File: config.mk
export PLATFORM = sky130hd
export DESIGN_NAME = txring_engine
export DESIGN_NICKNAME = d
export VERILOG_FILES = /design/src/rtl/txr_pkg.sv /design/src/rtl/txr_regs.sv /design/src/rtl/txr_ctrl.sv /design/src/rtl/txr_serializer.sv /design/src/rtl/txr_setup_parse.sv /design/src/rtl/txring_engine.sv
export SDC_FILE = /design/constraint.sdc
export NUM_CORES = 1
export LEC_CHECK = 0
export CORE_ASPECT_RATIO = 1.4
export CORE_MARGIN = 2
export CORE_UTILIZATION = 30
export DETAILED_ROUTE_END_ITERATION = 12
export PLACE_DENSITY_LB_ADDON = 0.1
export SYNTH_ARGS = -nofsm -noshare
export SYNTH_HDL_FRONTEND = slang
export SYNTH_HIERARCHICAL = 1
export SYNTH_SLANG_ARGS = --single-unit
File: constraint.sdc
create_clock -name clk_i -period 4.85 [get_ports clk_i]
set_input_delay 0.97 -clock clk_i [delete_from_list [all_inputs] [get_ports clk_i]]
set_output_delay 0.97 -clock clk_i [all_outputs]
set_load 0.03 [all_outputs]
File: src/rtl/txr_pkg.sv
package txr_pkg;
  localparam int OWN_BIT   = 31;
  localparam int LS_BIT    = 30;
  localparam int FS_BIT    = 29;
  localparam int SET_BIT   = 27;
  localparam int EOR_BIT   = 25;
  localparam int START_BIT = 13;
  localparam int SWR_BIT   = 0;

  localparam logic [1:0] REG_MODE = 2'd0;
  localparam logic [1:0] REG_POLL = 2'd1;
  localparam logic [1:0] REG_BASE = 2'd2;
  localparam logic [1:0] REG_BUS  = 2'd3;

  localparam logic [31:0] STS_OK    = 32'h0000_0000;
  localparam logic [31:0] STS_ERR   = 32'h0000_8000;
  localparam logic [31:0] STS_SETUP = 32'h7FFF_FFFF;

  localparam logic [2:0] PS_STOP  = 3'd0;
  localparam logic [2:0] PS_FETCH = 3'd1;
  localparam logic [2:0] PS_XFER  = 3'd3;
  localparam logic [2:0] PS_SUSP  = 3'd6;
  localparam logic [2:0] PS_CLOSE = 3'd7;

  typedef enum logic [2:0] {
    S_STOP, S_IDLE, S_RD_STS, S_RD_CTL, S_RD_BUF, S_RD_DAT, S_SEND, S_WB
  } fsm_e;
endpackage

File: src/rtl/txr_regs.sv
module txr_regs
  import txr_pkg::*;
#(
  parameter int AW = 32
) (
  input  logic          clk_i,
  input  logic          rst_ni,
  input  logic          we_i,
  input  logic [1:0]    addr_i,
  input  logic [31:0]   wdata_i,
  output logic          start_o,
  output logic [AW-1:0] base_o,
  output logic          poll_o,
  output logic          srst_o
);
  assign poll_o = we_i && addr_i == REG_POLL && wdata_i[0];
  assign srst_o = we_i && addr_i == REG_BUS && wdata_i[SWR_BIT];

  always_ff @(posedge clk_i or negedge rst_ni) begin
    if (!rst_ni) begin
      start_o <= 1'b0;
      base_o  <= '0;
    end else if (srst_o) begin
      start_o <= 1'b0;
    end else if (we_i) begin
      if (addr_i == REG_MODE) start_o <= wdata_i[START_BIT];
      if (addr_i == REG_BASE) base_o  <= {wdata_i[AW-1:4], 4'b0000};
    end
  end

  AST_SRST_CLEARS_START: assert property (@(posedge clk_i) disable iff (!rst_ni)
    srst_o |=> !start_o) else $error("start survives soft reset");
endmodule

File: src/rtl/txr_ctrl.sv
module txr_ctrl
  import txr_pkg::*;
#(
  parameter int AW = 32,
  parameter int LW = 11
) (
  input  logic          clk_i,
  input  logic          rst_ni,
  input  logic          start_i,
  input  logic          poll_i,
  input  logic          srst_i,
  input  logic [AW-1:0] base_i,
  output logic          mem_req_o,
  output logic          mem_we_o,
  output logic [AW-1:0] mem_addr_o,
  output logic [31:0]   mem_wdata_o,
  input  logic          mem_ack_i,
  input  logic [31:0]   mem_rdata_i,
  output logic          ld_o,
  output logic [31:0]   word_o,
  output logic [2:0]    nbytes_o,
  output logic          first_o,
  output logic          last_o,
  output logic          setup_o,
  output logic          setup_start_o,
  input  logic          done_i,
  input  logic          err_i,
  output logic [2:0]    state_o
);
  localparam logic [AW-1:0] DESC_STRIDE = AW'(16);
  localparam logic [LW-1:0] WORD_BYTES  = LW'(4);

  fsm_e          state_q;
  logic [AW-1:0] ptr_q, buf_q, off_q;
  logic [LW-1:0] rem_q;
  logic [31:0]   ctl_q, word_q;
  logic          err_q, ld_q;
  logic          last_word;

  assign last_word = rem_q <= WORD_BYTES;
  assign nbytes_o  = last_word ? rem_q[2:0] : 3'd4;
  assign first_o   = ctl_q[FS_BIT] && off_q == '0;
  assign last_o    = ctl_q[LS_BIT] && last_word;
  assign setup_o   = ctl_q[SET_BIT];
  assign ld_o      = ld_q;
  assign word_o    = word_q;
  assign setup_start_o = state_q == S_RD_BUF && mem_ack_i;

  always_comb begin
    mem_req_o   = 1'b0;
    mem_we_o    = 1'b0;
    mem_addr_o  = ptr_q;
    mem_wdata_o = ctl_q[SET_BIT] ? STS_SETUP : (err_q ? STS_ERR : STS_OK);
    unique case (state_q)
      S_RD_STS: mem_req_o = 1'b1;
      S_RD_CTL: begin mem_req_o = 1'b1; mem_addr_o = ptr_q + AW'(4); end
      S_RD_BUF: begin mem_req_o = 1'b1; mem_addr_o = ptr_q + AW'(8); end
      S_RD_DAT: begin mem_req_o = 1'b1; mem_addr_o = buf_q + off_q; end
      S_WB:     begin mem_req_o = 1'b1; mem_we_o = 1'b1; end
      default:  ;
    endcase
  end

  always_comb begin
    unique case (state_q)
      S_STOP:                      state_o = PS_STOP;
      S_IDLE:                      state_o = PS_SUSP;
      S_RD_STS, S_RD_CTL, S_RD_BUF: state_o = PS_FETCH;
      S_RD_DAT, S_SEND:            state_o = PS_XFER;
      default:                     state_o = PS_CLOSE;
    endcase
  end

  always_ff @(posedge clk_i or negedge rst_ni) begin
    if (!rst_ni) begin
      state_q <= S_STOP;
      ptr_q   <= '0;
      buf_q   <= '0;
      off_q   <= '0;
      rem_q   <= '0;
      ctl_q   <= '0;
      word_q  <= '0;
      err_q   <= 1'b0;
      ld_q    <= 1'b0;
    end else begin
      ld_q <= 1'b0;
      if (srst_i) begin
        state_q <= S_STOP;
      end else begin
        unique case (state_q)
          S_STOP: if (start_i) begin
            ptr_q   <= base_i;
            state_q <= S_IDLE;
          end
          S_IDLE: begin
            if (!start_i)    state_q <= S_STOP;
            else if (poll_i) state_q <= S_RD_STS;
          end
          S_RD_STS: if (mem_ack_i)
            state_q <= mem_rdata_i[OWN_BIT] ? S_RD_CTL : S_IDLE;
          S_RD_CTL: if (mem_ack_i) begin
            ctl_q   <= mem_rdata_i;
            rem_q   <= mem_rdata_i[LW-1:0];
            state_q <= S_RD_BUF;
          end
          S_RD_BUF: if (mem_ack_i) begin
            buf_q   <= mem_rdata_i[AW-1:0];
            off_q   <= '0;
            err_q   <= 1'b0;
            state_q <= (rem_q == '0) ? S_WB : S_RD_DAT;
          end
          S_RD_DAT: if (mem_ack_i) begin
            word_q  <= mem_rdata_i;
            ld_q    <= 1'b1;
            state_q <= S_SEND;
          end
          S_SEND: begin
            if (err_i) err_q <= 1'b1;
            if (done_i) begin
              rem_q   <= last_word ? '0 : rem_q - WORD_BYTES;
              off_q   <= off_q + AW'(4);
              state_q <= last_word ? S_WB : S_RD_DAT;
            end
          end
          S_WB: if (mem_ack_i) begin
            ptr_q   <= ctl_q[EOR_BIT] ? base_i : ptr_q + DESC_STRIDE;
            state_q <= start_i ? S_RD_STS : S_STOP;
          end
          default: state_q <= S_STOP;
        endcase
      end
    end
  end

  AST_REQ_HOLD: assert property (@(posedge clk_i) disable iff (!rst_ni)
    (mem_req_o && !mem_ack_i && !srst_i) |=> (mem_req_o && $stable(mem_addr_o) && $stable(mem_we_o)))
    else $error("request dropped or changed before ack");
  AST_SRST_HALT: assert property (@(posedge clk_i) disable iff (!rst_ni)
    srst_i |=> (state_o == PS_STOP && !mem_req_o)) else $error("soft reset did not halt");
  AST_POLL_ONLY: assert property (@(posedge clk_i) disable iff (!rst_ni)
    (state_o == PS_SUSP && !poll_i) |=> state_o != PS_FETCH) else $error("fetch without poll");
endmodule

File: src/rtl/txr_serializer.sv
module txr_serializer (
  input  logic        clk_i,
  input  logic        rst_ni,
  input  logic        clr_i,
  input  logic        ld_i,
  input  logic [31:0] word_i,
  input  logic [2:0]  nbytes_i,
  input  logic        first_i,
  input  logic        last_i,
  output logic        tx_valid_o,
  output logic [7:0]  tx_data_o,
  output logic        tx_first_o,
  output logic        tx_last_o,
  input  logic        tx_ready_i,
  input  logic        tx_err_i,
  output logic        done_o,
  output logic        err_o
);
  logic        busy_q, first_q, last_q;
  logic [31:0] word_q;
  logic [2:0]  nb_q;
  logic [1:0]  idx_q;
  logic        fin;

  assign fin        = {1'b0, idx_q} == nb_q - 3'd1;
  assign tx_valid_o = busy_q;
  assign tx_data_o  = word_q[8*idx_q +: 8];
  assign tx_first_o = busy_q && first_q && idx_q == 2'd0;
  assign tx_last_o  = busy_q && last_q && fin;
  assign done_o     = busy_q && tx_ready_i && fin;
  assign err_o      = busy_q && tx_ready_i && tx_err_i;

  always_ff @(posedge clk_i or negedge rst_ni) begin
    if (!rst_ni) begin
      busy_q  <= 1'b0;
      first_q <= 1'b0;
      last_q  <= 1'b0;
      word_q  <= '0;
      nb_q    <= '0;
      idx_q   <= '0;
    end else if (clr_i) begin
      busy_q <= 1'b0;
    end else if (ld_i) begin
      busy_q  <= 1'b1;
      word_q  <= word_i;
      nb_q    <= nbytes_i;
      first_q <= first_i;
      last_q  <= last_i;
      idx_q   <= '0;
    end else if (busy_q && tx_ready_i) begin
      if (fin) busy_q <= 1'b0;
      idx_q <= idx_q + 2'd1;
    end
  end

  AST_STREAM_HOLD: assert property (@(posedge clk_i) disable iff (!rst_ni)
    (tx_valid_o && !tx_ready_i && !clr_i) |=> (tx_valid_o && $stable(tx_data_o)))
    else $error("stream byte changed while stalled");
  AST_LD_WHEN_FREE: assert property (@(posedge clk_i) disable iff (!rst_ni)
    ld_i |-> !tx_valid_o) else $error("word loaded over busy stream");
endmodule

File: src/rtl/txr_setup_parse.sv
module txr_setup_parse #(
  parameter int FLT_N  = 16,
  parameter int FLT_IW = $clog2(FLT_N)
) (
  input  logic              clk_i,
  input  logic              rst_ni,
  input  logic              clr_i,
  input  logic              ld_i,
  input  logic [31:0]       word_i,
  output logic              done_o,
  output logic              flt_valid_o,
  output logic [FLT_IW-1:0] flt_idx_o,
  output logic [47:0]       flt_addr_o
);
  logic [1:0]        wsel_q;
  logic [15:0]       h0_q, h1_q;
  logic [FLT_IW-1:0] ent_q;
  logic [47:0]       entry;

  assign entry = {word_i[15:0], h1_q, h0_q};

  always_ff @(posedge clk_i or negedge rst_ni) begin
    if (!rst_ni) begin
      wsel_q      <= '0;
      h0_q        <= '0;
      h1_q        <= '0;
      ent_q       <= '0;
      done_o      <= 1'b0;
      flt_valid_o <= 1'b0;
      flt_idx_o   <= '0;
      flt_addr_o  <= '0;
    end else begin
      done_o      <= ld_i && !clr_i;
      flt_valid_o <= 1'b0;
      if (clr_i) begin
        wsel_q <= '0;
        ent_q  <= '0;
      end else if (ld_i) begin
        unique case (wsel_q)
          2'd0: begin h0_q <= word_i[15:0]; wsel_q <= 2'd1; end
          2'd1: begin h1_q <= word_i[15:0]; wsel_q <= 2'd2; end
          default: begin
            wsel_q      <= 2'd0;
            ent_q       <= ent_q + FLT_IW'(1);
            flt_idx_o   <= ent_q;
            flt_addr_o  <= entry;
            flt_valid_o <= entry != {48{1'b1}};
          end
        endcase
      end
    end
  end

  AST_FLT_PULSE: assert property (@(posedge clk_i) disable iff (!rst_ni)
    flt_valid_o |-> $past(ld_i)) else $error("filter entry without a loaded word");
endmodule

File: src/rtl/txring_engine.sv
module txring_engine
  import txr_pkg::*;
#(
  parameter int AW     = 32,
  parameter int LW     = 11,
  parameter int FLT_N  = 16,
  parameter int FLT_IW = $clog2(FLT_N)
) (
  input  logic              clk_i,
  input  logic              rst_ni,
  input  logic              reg_we_i,
  input  logic [1:0]        reg_addr_i,
  input  logic [31:0]       reg_wdata_i,
  output logic              mem_req_o,
  output logic              mem_we_o,
  output logic [AW-1:0]     mem_addr_o,
  output logic [31:0]       mem_wdata_o,
  input  logic              mem_ack_i,
  input  logic [31:0]       mem_rdata_i,
  output logic              tx_valid_o,
  output logic [7:0]        tx_data_o,
  output logic              tx_first_o,
  output logic              tx_last_o,
  input  logic              tx_ready_i,
  input  logic              tx_err_i,
  output logic              flt_valid_o,
  output logic [FLT_IW-1:0] flt_idx_o,
  output logic [47:0]       flt_addr_o,
  output logic [2:0]        tx_state_o
);
  logic          start, poll, srst;
  logic [AW-1:0] base;
  logic          ld, setup, setup_start, first, last;
  logic [31:0]   word;
  logic [2:0]    nbytes;
  logic          ser_done, ser_err, par_done;

  txr_regs #(.AW(AW)) u_regs (
    .clk_i, .rst_ni,
    .we_i(reg_we_i), .addr_i(reg_addr_i), .wdata_i(reg_wdata_i),
    .start_o(start), .base_o(base), .poll_o(poll), .srst_o(srst)
  );

  txr_ctrl #(.AW(AW), .LW(LW)) u_ctrl (
    .clk_i, .rst_ni,
    .start_i(start), .poll_i(poll), .srst_i(srst), .base_i(base),
    .mem_req_o, .mem_we_o, .mem_addr_o, .mem_wdata_o, .mem_ack_i, .mem_rdata_i,
    .ld_o(ld), .word_o(word), .nbytes_o(nbytes), .first_o(first), .last_o(last),
    .setup_o(setup), .setup_start_o(setup_start),
    .done_i(ser_done | par_done), .err_i(ser_err), .state_o(tx_state_o)
  );

  txr_serializer u_ser (
    .clk_i, .rst_ni, .clr_i(srst),
    .ld_i(ld && !setup), .word_i(word), .nbytes_i(nbytes),
    .first_i(first), .last_i(last),
    .tx_valid_o, .tx_data_o, .tx_first_o, .tx_last_o, .tx_ready_i, .tx_err_i,
    .done_o(ser_done), .err_o(ser_err)
  );

  txr_setup_parse #(.FLT_N(FLT_N), .FLT_IW(FLT_IW)) u_parse (
    .clk_i, .rst_ni, .clr_i(srst || setup_start),
    .ld_i(ld && setup), .word_i(word),
    .done_o(par_done), .flt_valid_o, .flt_idx_o, .flt_addr_o
  );

  AST_SETUP_OFF_WIRE: assert property (@(posedge clk_i) disable iff (!rst_ni)
    flt_valid_o |-> !tx_valid_o) else $error("setup data on the wire");
endmodule

# --- After elaboration in Yosys (flattened, before gate mapping) ---
# Cells that the tools add are included.
word_totals:
  reg_bits: 336
  inputBits: 72
op_classes:
  n_addsub: 9
  magnitude_cmp: 1
  n_eq_ne: 28
  shift: 1
  muxes: 57
  bitwise: 4
  n_reduce_logical: 56
ops:
  columns: ["op", "n"]
  rows:
  - ["two-way mux 32 bit", 5]
  - ["one-hot mux 32 bit (2 select lines)", 2]
  - ["one-hot mux 32 bit (3 select lines)", 1]
  - ["adder 32 x 3 -> 32 bit, second input constant", 2]
  - ["!= test 48 bit, second input constant", 1]
  - ["two-way mux 11 bit", 3]
  - ["two-way mux 3 bit", 11]
  - ["adder 32 bit", 1]
  - ["adder 32 x 4 -> 32 bit, second input constant", 1]
  - ["adder 32 x 5 -> 32 bit, second input constant", 1]
  - ["logical NOT 32 bit", 1]
  - ["indexed part select 32 x 6 -> 8 bit", 1]
  - ["two-way mux 31 bit", 1]
  - ["one-hot mux 3 bit (8 select lines)", 1]
  - ["one-hot mux 11 bit (2 select lines)", 1]
  - ["AND reduction 3 bit", 7]
  - ["!= test 3 bit, second input constant", 6]
  - ["logical AND 1 bit", 17]
  - ["two-way mux 1 bit", 17]
  - ["two-way mux 16 bit", 1]
  - ["two-way mux 2 bit", 8]
  - ["AND reduction 4 bit", 4]
  - ["nonzero test 2 bit", 7]
  - ["equality test 3 bit, second input constant", 4]
  - ["31 further kinds", 52]

# --- Depth between registers and ports, before layout ---
# Gate-level depths: netlist of run 1.
depth:
  ltp_word: 7
  ltp_mapped: 15
  depth_no_buf: 15

# --- By module ---
# The synthesis of run 1 kept the hierarchy.
modules_own_cells:
  columns: ["mod", "instances", "cells_each", "area_per_inst_um2", "seq_area_each_um2"]
  rows:
  - ["txr_ctrl", 1, 1160, 9582.9, 3653.5]
  - ["txr_setup_parse", 1, 226, 3621.0, 2302.2]
  - ["txr_serializer", 1, 117, 1958.1, 1001.0]
  - ["txr_regs", 1, 72, 1258.7, 725.7]
  - ["txring_engine", 1, 4, 28.8, 0.0]

# --- Least setup slack after synthesis of run 1 ---
# Ideal clock, no wire load.
synth_timing:
  path_kind: "register to output"
  from: "reg u_ctrl.off_q[15]"
  to: "out mem_addr_o[29]"
  arrival_ps: 2953
  path_slack_ps: 927
  path_stages_with_launch: 11
  path_cell_list: "dfrtp_1 > ha_1 > and3_1 > a221o_1 > a221oi_1 > nand3_1 > a21oi_2 > a311oi_4 > a21boi_0 > xor2_1 > o21ai_0"
synth_via:
  elab_chain_cells: 2
synth_lines:
  columns: ["item", "line_no", "rtl"]
  rows:
  - ["start: declaration", "txr_ctrl.sv:34", "logic [AW-1:0] ptr_q, buf_q, off_q;"]
  - ["start signal: assignment", "txr_ctrl.sv:121", "off_q <= off_q + AW'(4);"]
  - ["adder 32 bit", "txr_ctrl.sv:58", "S_RD_DAT: begin mem_req_o = 1'b1; mem_addr_o = buf_q + off_q; end"]
  - ["one-hot mux 32 bit (3 select lines)", "txr_ctrl.sv:54", "unique case (state_q)"]
  - ["end: declaration", "txring_engine.sv:16", "output logic [AW-1:0] mem_addr_o,"]
# Every way passes these cells.

# --- Worst setup path in the final report of run 1 ---
layout_timing:
  from: "reg u_ctrl.off_q[5]"
  to: "out mem_addr_o[28]"
# Same word-level chain as after synthesis.

==> results of run 1 <==
==> power groups by stage <==
stage / clock network (mW) / registers, mW / logic (mW)
after floorplan: 0 / 3.84 / 3.75
after global placement: 0 / 4.20 / 5.47
after detailed placement: 0 / 4.22 / 5.49
after CTS: 2.91 / 4.18 / 5.47
after global routing: 3.00 / 4.30 / 5.86
final: 2.80 / 4.17 / 5.40
==> layout make-up <==
class / count / area share
Multi-Input combinational cell: 1132 / 0.393
Sequential cell: 307 / 0.380
Timing Repair Buffer: 245 / 0.118
Clock buffer: 44 / 0.0464
Tap cell: 721 / 0.0446
Clock inverter: 16 / 0.0130
Inverter: 31 / 0.00575
==> layout by cell type, fill, tap and decap left out, types with 25 or more instances in the layout <==
| cell type | synthesis | layout |
|---|---|---|
| mux2_2 | 139 | 139 |
| clkbuf_16 | 0 | 34 |
| clkdlybuf4s50_1 | 0 | 182 |
| a21oi_1 | 96 | 95 |
| and3_1 | 29 | 28 |
| inv_1 | 29 | 29 |
| nand2_1 | 223 | 223 |
| mux2_4 | 50 | 50 |
| nand4_1 | 29 | 29 |
| buf_4 | 37 | 42 |
| xor2_1 | 34 | 34 |
| dfrtp_1 | 307 | 307 |
| xnor2_1 | 25 | 25 |
| nand3_1 | 63 | 63 |
| o21ai_0 | 95 | 95 |
| nor2_1 | 103 | 102 |
| ha_1 | 40 | 39 |
==> synthesized netlist by cell type (9+ instances only) <==
cell,instances
nand3_1,63
clkbuf_1,42
nor3_1,16
xor2_1,34
mux2i_1,9
o22ai_1,14
mux2_4,50
nand4_1,29
mux2_2,139
inv_1,29
xnor2_1,25
and3_1,29
nor4_1,12
buf_4,37
o21ai_0,95
dfrtp_1,307
o221ai_1,11
nor2_1,103
nand2_1,223
or3_1,10
ha_1,40
a21oi_1,96
==> state kept, by name, indices dropped and copies added, names as in the netlist, 4 cells and up <==
register and flops:
u_parse/ent_q 4, u_ser/word_q 32, u_parse/h0_q 16, u_ctrl/rem_q 11
u_ctrl/buf_q 32, u_ctrl/ctl_q 4, u_parse/flt_addr_o 48, u_regs/base_o 28
u_ctrl/ptr_q 32, u_ctrl/word_o 32, u_parse/flt_idx_o 4, u_ctrl/off_q 30
u_parse/h1_q 16
==> repair_timing <==
| item | 4_1_cts | 5_1_grt |
|---|---|---|
| buffers inserted | 0 | 0 |
| gates resized for setup | 17 | 21 |
| setup endpoints to repair | 13 | 10 |
| pin swaps | 0 | 0 |
==> path summary, 6_finish.rpt <==
| path | cells after the start | slack, ps | from | to |
|---|---|---|---|---|
| hold / removal | 1 | 420 | rst_ni | u_parse/h0_q[3] |
| min in group clk_i | 2 | 470 | u_ctrl/word_o[30] | u_ctrl/word_o[30] |
| setup reg to reg | 15 | 1100 | u_ser/nb_q[0] | u_ctrl/off_q[29] |
| hold reg to reg | 2 | 470 | u_ctrl/word_o[30] | u_ctrl/word_o[30] |
| setup / recovery | 11 | 220 | u_ctrl/off_q[5] | mem_addr_o[28] |
| max in group asynchronous | 2 | 3290 | rst_ni | u_ser/word_q[0] |
==> per-layer routing <==
| metal | up-vias | GRT usage |
|---|---|---|
| met4 | 0 | 0.0490 |
| met3 | 67 | 0.0244 |
| met1 | 6156 | 0.211 |
| met5 | - | 0 |
| met2 | 298 | 0.328 |
| li1 | 5961 | - |
==> logic make-up after synthesis <==
| kind of cell | count (synthesis) |
|---|---|
| mux | 206 |
| compound gates | 287 |
| other cells | 2 |
| xor+xnor | 59 |
| flops | 307 |
| simple gates | 534 |
| buf+inv | 143 |
| fa+ha+maj | 41 |
==> critical path, cell delays in order, from the launching register on <==
cell and delay [ps]:
dfrtp_1 460, ha_1 420, a21o_1 140, a21oi_1 90
a211o_1 350, a21oi_4 220, a21oi_2 100, a311oi_4 410
a21oi_2 130, or4b_1 480, nand3_1 130, buf_4 180
==> through the flow <==
stage / hold slack [ps] / utilization
finish: 422 / 0.373
detailed placement: 464 / 0.351
CTS: 438 / 0.373
global placement: 459 / 0.351
global route: 459 / 0.373
floorplan: 446 / -
==> impl_metrics.ini, run 1 <==
[synthesis]
avgSynthCellArea_um2 = 10.4
synth_adder_area_share = 0.0310
ys_types = 83
ys_seq_elements = 307
yosys.area_share.simple = 0.154
synth_area_leaders = dfrtp_1, mux2_2, nand2_1
synth_xor_area_frac = 0.0314
yosysTopAreaCellShare = 0.467
synth_warnings = 6
ys_async_sr_fraction = 1.00
yosys_most_used_dff = dfrtp_1
yosysSeqAreaShare = 0.467
netlist_area_um2 = 16400
synth_compound_area_frac = 0.107
muxShareOfSynthArea = 0.157
post-synth-top-area-cell = dfrtp_1
syn_inst = 1579
synth_enable_flop_cells = 0
synth_top_family_by_area = multiplexers

[routing]
ant_nets = 0
wl_met3_um = 1700
route.met2.wl_um = 26100
highest_layer = met4
vias = 12500
drt_iter0_markers = 590
drc_errors = 0
wl_per_cell_um = 19.9
wirelength_um = 49700
vias_per_cell = 5.00
wl_met1_um = 20600
drt_first_pass_iters = 5

[final_layout]
drive_above_1_share = 0.190
post_layout_nonfiller_instances = 2496
fin_area_um2 = 20200
fillers = 5393
multiInputGateArea_um2 = 7960
fin_nets = 1863
area_growth_pct = 23.1
regArea_um2 = 7680
antenna_cells = 0

[global_route]
track_usage = 0.177
grt_max_degree = 85
grt_overflow = 0
grt_antenna_before_repair = 0
first_global_vias = 12700
grt_pass1_wl_um = 77500

[placed_design]
pre_cts_ws_ps = 298
place_area_um2 = 19000
portBuffers = 200
dp.cells = 2436
hpwl_um = 37500
place_congestion = 0.840

[sta]
max_freq_ghz = 0.216
fin_worst_skew_ps = 21.3
worst_slew_pin_slew_ps = 1120
fin_crit_sh = 0.955
finalMaxSlewViolations = 0
rsz0062_at_grt = no
period_needed_ps = 4630
tns_ps = 0
slew_headroom = 0.253
hold_viol = 0
worst_slack_ps = 218
finalSetupViolations = 0

[cts]
insertion_delay_ps = 550
cts_tree = yes
clockBufferDepth = 3
clk_pin_slew_worst_paths_ps = 60
cts_buffers = 34
root_buffer = clkbuf_16
cts.sinks = 307
cts.htree.levels = 2
postCtsHoldBufs = 0

[floorplanning]
rows = 101
die_area_um2 = 56700
pin_count = 205
die_x_um = 202
die_h_um = 281
coreArea_um2 = 54200
start_util = 0.303

[critical_path]
cp.arrival_ps = 3660
critical_path_class = reg2out
endpoint_kind = primary output
startpoint_type = flop
crit_fanout = 6
required_ps = 3880

[power_and_ir_drop]
p_sw_mw = 5.08
p_comb_frac = 0.437
p_sw_frac = 0.411
p_int_mw = 7.28
peakVddDrop_uv = 357
powerDensity_nw_per_um2 = 611
cellLeakagePower_nw = 9.05
fin_total_pwr_mw = 12.4
clkPwrFrac = 0.226
p_seq_frac = 0.337

[flow_run]
cap_violations = 0

[outcome]
status = completed

[min_path]
min_path_type = in2async
(Power assumes the default switching activity.)
==> run 2: changes to the inputs <==
Settings changed: CAP_MARGIN set to 15, DONT_BUFFER_PORTS set to 1, PLACE_DENSITY set to 0.46, PLACE_DENSITY_LB_ADDON 0.1 to not set.
==> run 2 against run 1 <==
Total power fell by 5.8%; largest cell class unchanged; largest power group unchanged; via count fell by 5.8%; critical endpoint is now mem_addr_o[30]; clock-buffer cell count increased by 4; clock power decreased by 5%.
==> impl_metrics.ini, run 2 (synthesis gave the netlist of run 1 again) <==
[outcome]
status = completed

[floorplanning]
pin_count = 205
die_area_um2 = 56700
die_x_um = 202
die_h_um = 281
start_util = 0.303
coreArea_um2 = 54200
rows = 101

[sta]
max_freq_ghz = 0.214
tns_ps = 0
rsz0062_at_grt = no
finalMaxSlewViolations = 0
finalSetupViolations = 0
fin_crit_sh = 0.964
period_needed_ps = 4680
worst_slew_pin_slew_ps = 1080
hold-worst-slack_ps = 135
slew_headroom = 0.283
fin_worst_skew_ps = 23.1
hold_viol = 0

[cts]
cts_tree = yes
cts_setup_buffers = 0
root_buffer = clkbuf_16
clockBufferDepth = 3
cts_buffers = 35
cts.sinks = 307
cts.htree.levels = 2
insertion_delay_ps = 550
clk_pin_slew_worst_paths_ps = 60

[global_route]
grt_antenna_before_repair = 0
grt_pass1_wl_um = 74600
grt_max_degree = 308
track_usage = 0.172
first_global_vias = 11700
grt_overflow = 0

[flow_run]
cap_violations = 0

[routing]
ant_nets = 0
drt_first_pass_iters = 5
wirelength_um = 48700
wl_per_cell_um = 21.1
drc_errors = 0
vias = 11800
drt_iter0_markers = 706
vias_per_cell = 5.09

[power_and_ir_drop]
cellLeakagePower_nw = 8.28
peakVddDrop_uv = 428
powerDensity_nw_per_um2 = 637

[final_layout]
area_growth_pct = 11.2
fin_nets = 1678
drive_above_1_share = 0.214
final_common_cell = dfrtp_1
antenna_cells = 0
largest_reg_flops = 48
fin_area_um2 = 18300
layout_common_cells = dfrtp_1, nand2_1, mux2_2, nor2_1, a21oi_1
top_register = u_parse/flt_addr_o

[placed_design]
hpwl_um = 35800
place_area_um2 = 17100
place_congestion = 0.849
portBuffers = 0

[min_path]
min_path_type = in2async

[critical_path]
endpoint_kind = primary output
critical_path_class = reg2out
cp.arrival_ps = 3710
reg2reg_from = u_ser/nb_q[0]
crit_fanout = 6
rrSetupSlack_ps = 970
worstRegToRegCells = 15
startpoint_type = flop
r2r-end = u_ctrl/off_q[29]
required_ps = 3880
[run 2: how the worst max path moves through the flow]
| stage | startpoint | to | slack [ps] | cells after the start |
|---|---|---|---|---|
| 2_1_floorplan | u_ctrl/off_q[15] | mem_addr_o[29] | 930 | 10 |
| 3_3_place_gp | u_ctrl/off_q[8] | mem_addr_o[24] | 730 | 11 |
| 3_5_place_dp | u_ctrl/off_q[8] | mem_addr_o[24] | 700 | 11 |
| 4_1_cts | u_ctrl/off_q[8] | mem_addr_o[24] | 100 | 11 |
| 5_1_grt | u_ctrl/off_q[15] | mem_addr_o[30] | 2 | 11 |
| 6_report | u_ctrl/off_q[15] | mem_addr_o[30] | 170 | 11 |
[run 2: worst max-delay path, cell delays in order, from the launching register on]
cell and delay [ps]:
dfrtp_1 450, ha_1 360, and3_1 230, a221o_1 400, a221oi_1 350, nand3_1 140
a21oi_2 170, a311oi_4 90, a311oi_2 300, xor2_1 250, o221ai_1 210, buf_4 210
[run 2: area by class of cell]
class                   count  area [um2]
flip-flops and latches    307        7690
clock inverters            11         130
multi-input cells        1132        7970
inverters                  31         116
repair buffers             59         488
clock buffers              48         996
fillers                  5556       35900
well taps                 721         902
[run 2: report_power, final]
group	switching, mW	internal [mW]
registers	0.849	3.32
logic	3.02	1.79
clock network	1.12	1.55
[run 2: per-stage QoR]
| stage | utilization | std cells | worst slack (ps) | power (mW) |
|---|---|---|---|---|
| floorplan | - | 1582 | 927 | 7.59 |
| global placement | 0.316 | 2249 | 735 | 8.96 |
| detailed placement | 0.316 | 2249 | 697 | 9.03 |
| CTS | 0.337 | 2308 | 96.8 | 11.8 |
| global route | 0.337 | 2309 | 1.89 | 12.4 |
| finish | 0.337 | 2309 | 173 | 11.6 |
[run 2: layer usage]
layer	vias up	routed length, um	share of wire	global-route usage
met5	-	0	0	0
met4	0	1590	0.033	0.0624
met3	77	2530	0.052	0.0324
met2	328	24800	0.51	0.305
met1	5799	19800	0.41	0.208
li1	5550	-	-	-
[run 2: what timing repair did]
item | in CTS | in global routing
setup endpoints to repair | 0 | 3
gates resized for setup | 0 | 4
hold buffers | 0 | 0
==> run 3: changes to the inputs <==
Settings changed: CORE_UTILIZATION 30 to 66, PLACE_DENSITY 0.46 to 0.84.
==> run 3 against run 2 <==
Utilization up 37 points; non-clock buffer count down 19; final area down 4.7%; combinational power down 9.1%; setup slack better by 20 ps; via count up 2.3%; clock skew down 7.7 ps; sequential cell count unchanged; critical path depth down 1; critical path type unchanged; largest cell class unchanged.
==> impl_metrics.ini, run 3 (synthesis gave the netlist of run 1 again) <==
[outcome]
status = completed

[placed_design]
place_congestion = 0.958
hpwl_um = 29400
pre_cts_ws_ps = 836
place_area_um2 = 16500
portBuffers = 0
dp.cells = 1824

[routing]
wl_per_cell_um = 21.9
route.met2.wl_um = 21300
drt_first_pass_iters = 6
wl_met3_um = 2870
drt_iter0_markers = 785
vias_per_cell = 6.40
wl_met1_um = 15100
drc_errors = 0
vias = 12000
highest_layer = met4
wirelength_um = 41200
ant_nets = 0

[power_and_ir_drop]
peakVddDrop_uv = 493
powerDensity_nw_per_um2 = 634
cellLeakagePower_nw = 8.10
fin_total_pwr_mw = 11.0

[cts]
cts_buffers = 29
clk_pin_slew_worst_paths_ps = 70
postCtsHoldBufs = 0
cts_tree = yes
root_buffer = clkbuf_16
insertion_delay_ps = 560
cts.htree.levels = 1
clockBufferDepth = 3
cts.sinks = 307
cts_setup_buffers = 0

[final_layout]
area_growth_pct = 5.96
final_util = 0.709
top_register = u_parse/flt_addr_o
fin_nets = 1653
fin_area_um2 = 17400
final_common_cell = dfrtp_1
layout_common_cells = dfrtp_1, nand2_1, mux2_2, nor2_1
largest_reg_flops = 48
post_layout_nonfiller_instances = 1879
drive_above_1_share = 0.198

[global_route]
grt_pass1_wl_um = 64600
grt_overflow = 0
grt_antenna_before_repair = 1
first_global_vias = 12000
track_usage = 0.316
grt_max_degree = 308

[sta]
finalMaxSlewViolations = 0
max_freq_ghz = 0.215
hold-worst-slack_ps = 111
slew_headroom = 0.273
worst_slack_ps = 193
finalSetupViolations = 0
tns_ps = 0
rsz0062_at_grt = no
worst_slew_pin_slew_ps = 1090
period_needed_ps = 4660
hold_viol = 0
fin_worst_skew_ps = 15.4
fin_crit_sh = 0.960

[flow_run]
cap_violations = 0

[critical_path]
crit_fanout = 6
required_ps = 3880
cp.arrival_ps = 3690
startpoint_type = flop
critical_path_class = reg2out
endpoint_kind = primary output

[floorplanning]
die_area_um2 = 26200
rows = 68
die_x_um = 137
coreArea_um2 = 24600
start_util = 0.669
die_h_um = 191
pin_count = 205

[min_path]
min_path_type = in2async
[run 3: final timing paths]
path / slack, ps / endpoint / from / cells after the start
worst max-delay path: 190 / mem_addr_o[28] / u_ctrl/off_q[5] / 10
worst min-delay path: 110 / u_parse/ent_q[1] / rst_ni / 0
worst max register to register: 860 / u_ctrl/off_q[28] / u_ser/nb_q[0] / 15
worst min register to register: 480 / u_ctrl/word_o[20] / u_ctrl/word_o[20] / 2
max in group asynchronous: 4050 / u_ctrl/ptr_q[20] / rst_ni / 0
min in group clk_i: 480 / u_ctrl/word_o[20] / u_ctrl/word_o[20] / 2
[run 3: cell type report]
cell class / instances / area [um2]
Multi-Input combinational cell: 1132 / 7950
Clock inverter: 9 / 109
Antenna cell: 1 / 2.50
Timing Repair Buffer: 40 / 333
Fill cell: 1694 / 7160
Clock buffer: 44 / 842
Sequential cell: 307 / 7690
Inverter: 31 / 116
Tap cell: 315 / 394
[run 3: what timing repair did]
action                                  4_1_cts  5_1_grt
hold endpoints to repair                      0        0
endpoints found under the setup margin        0        1
resized for setup                             0        1
[run 3: per-layer routing]
metal	track usage	vias to the layer above
met5	0	-
met4	0.146	0
met3	0.0500	118
met2	0.564	512
met1	0.367	5896
li1	-	5494
[run 3: worst max-delay path: stages, from the launching register on]
cell	delay (ps)
dfrtp_1	450
ha_1	410
a21o_1	160
a21oi_1	80
a211o_1	350
a21oi_4	230
a21oi_2	90
a311oi_4	440
a21oi_2	140
or4b_1	480
nand3_1	300
[run 3: power breakdown]
group          internal, mW  switching, mW
clock                  1.31          0.963
sequential             3.31           1.09
combinational          1.68           2.69
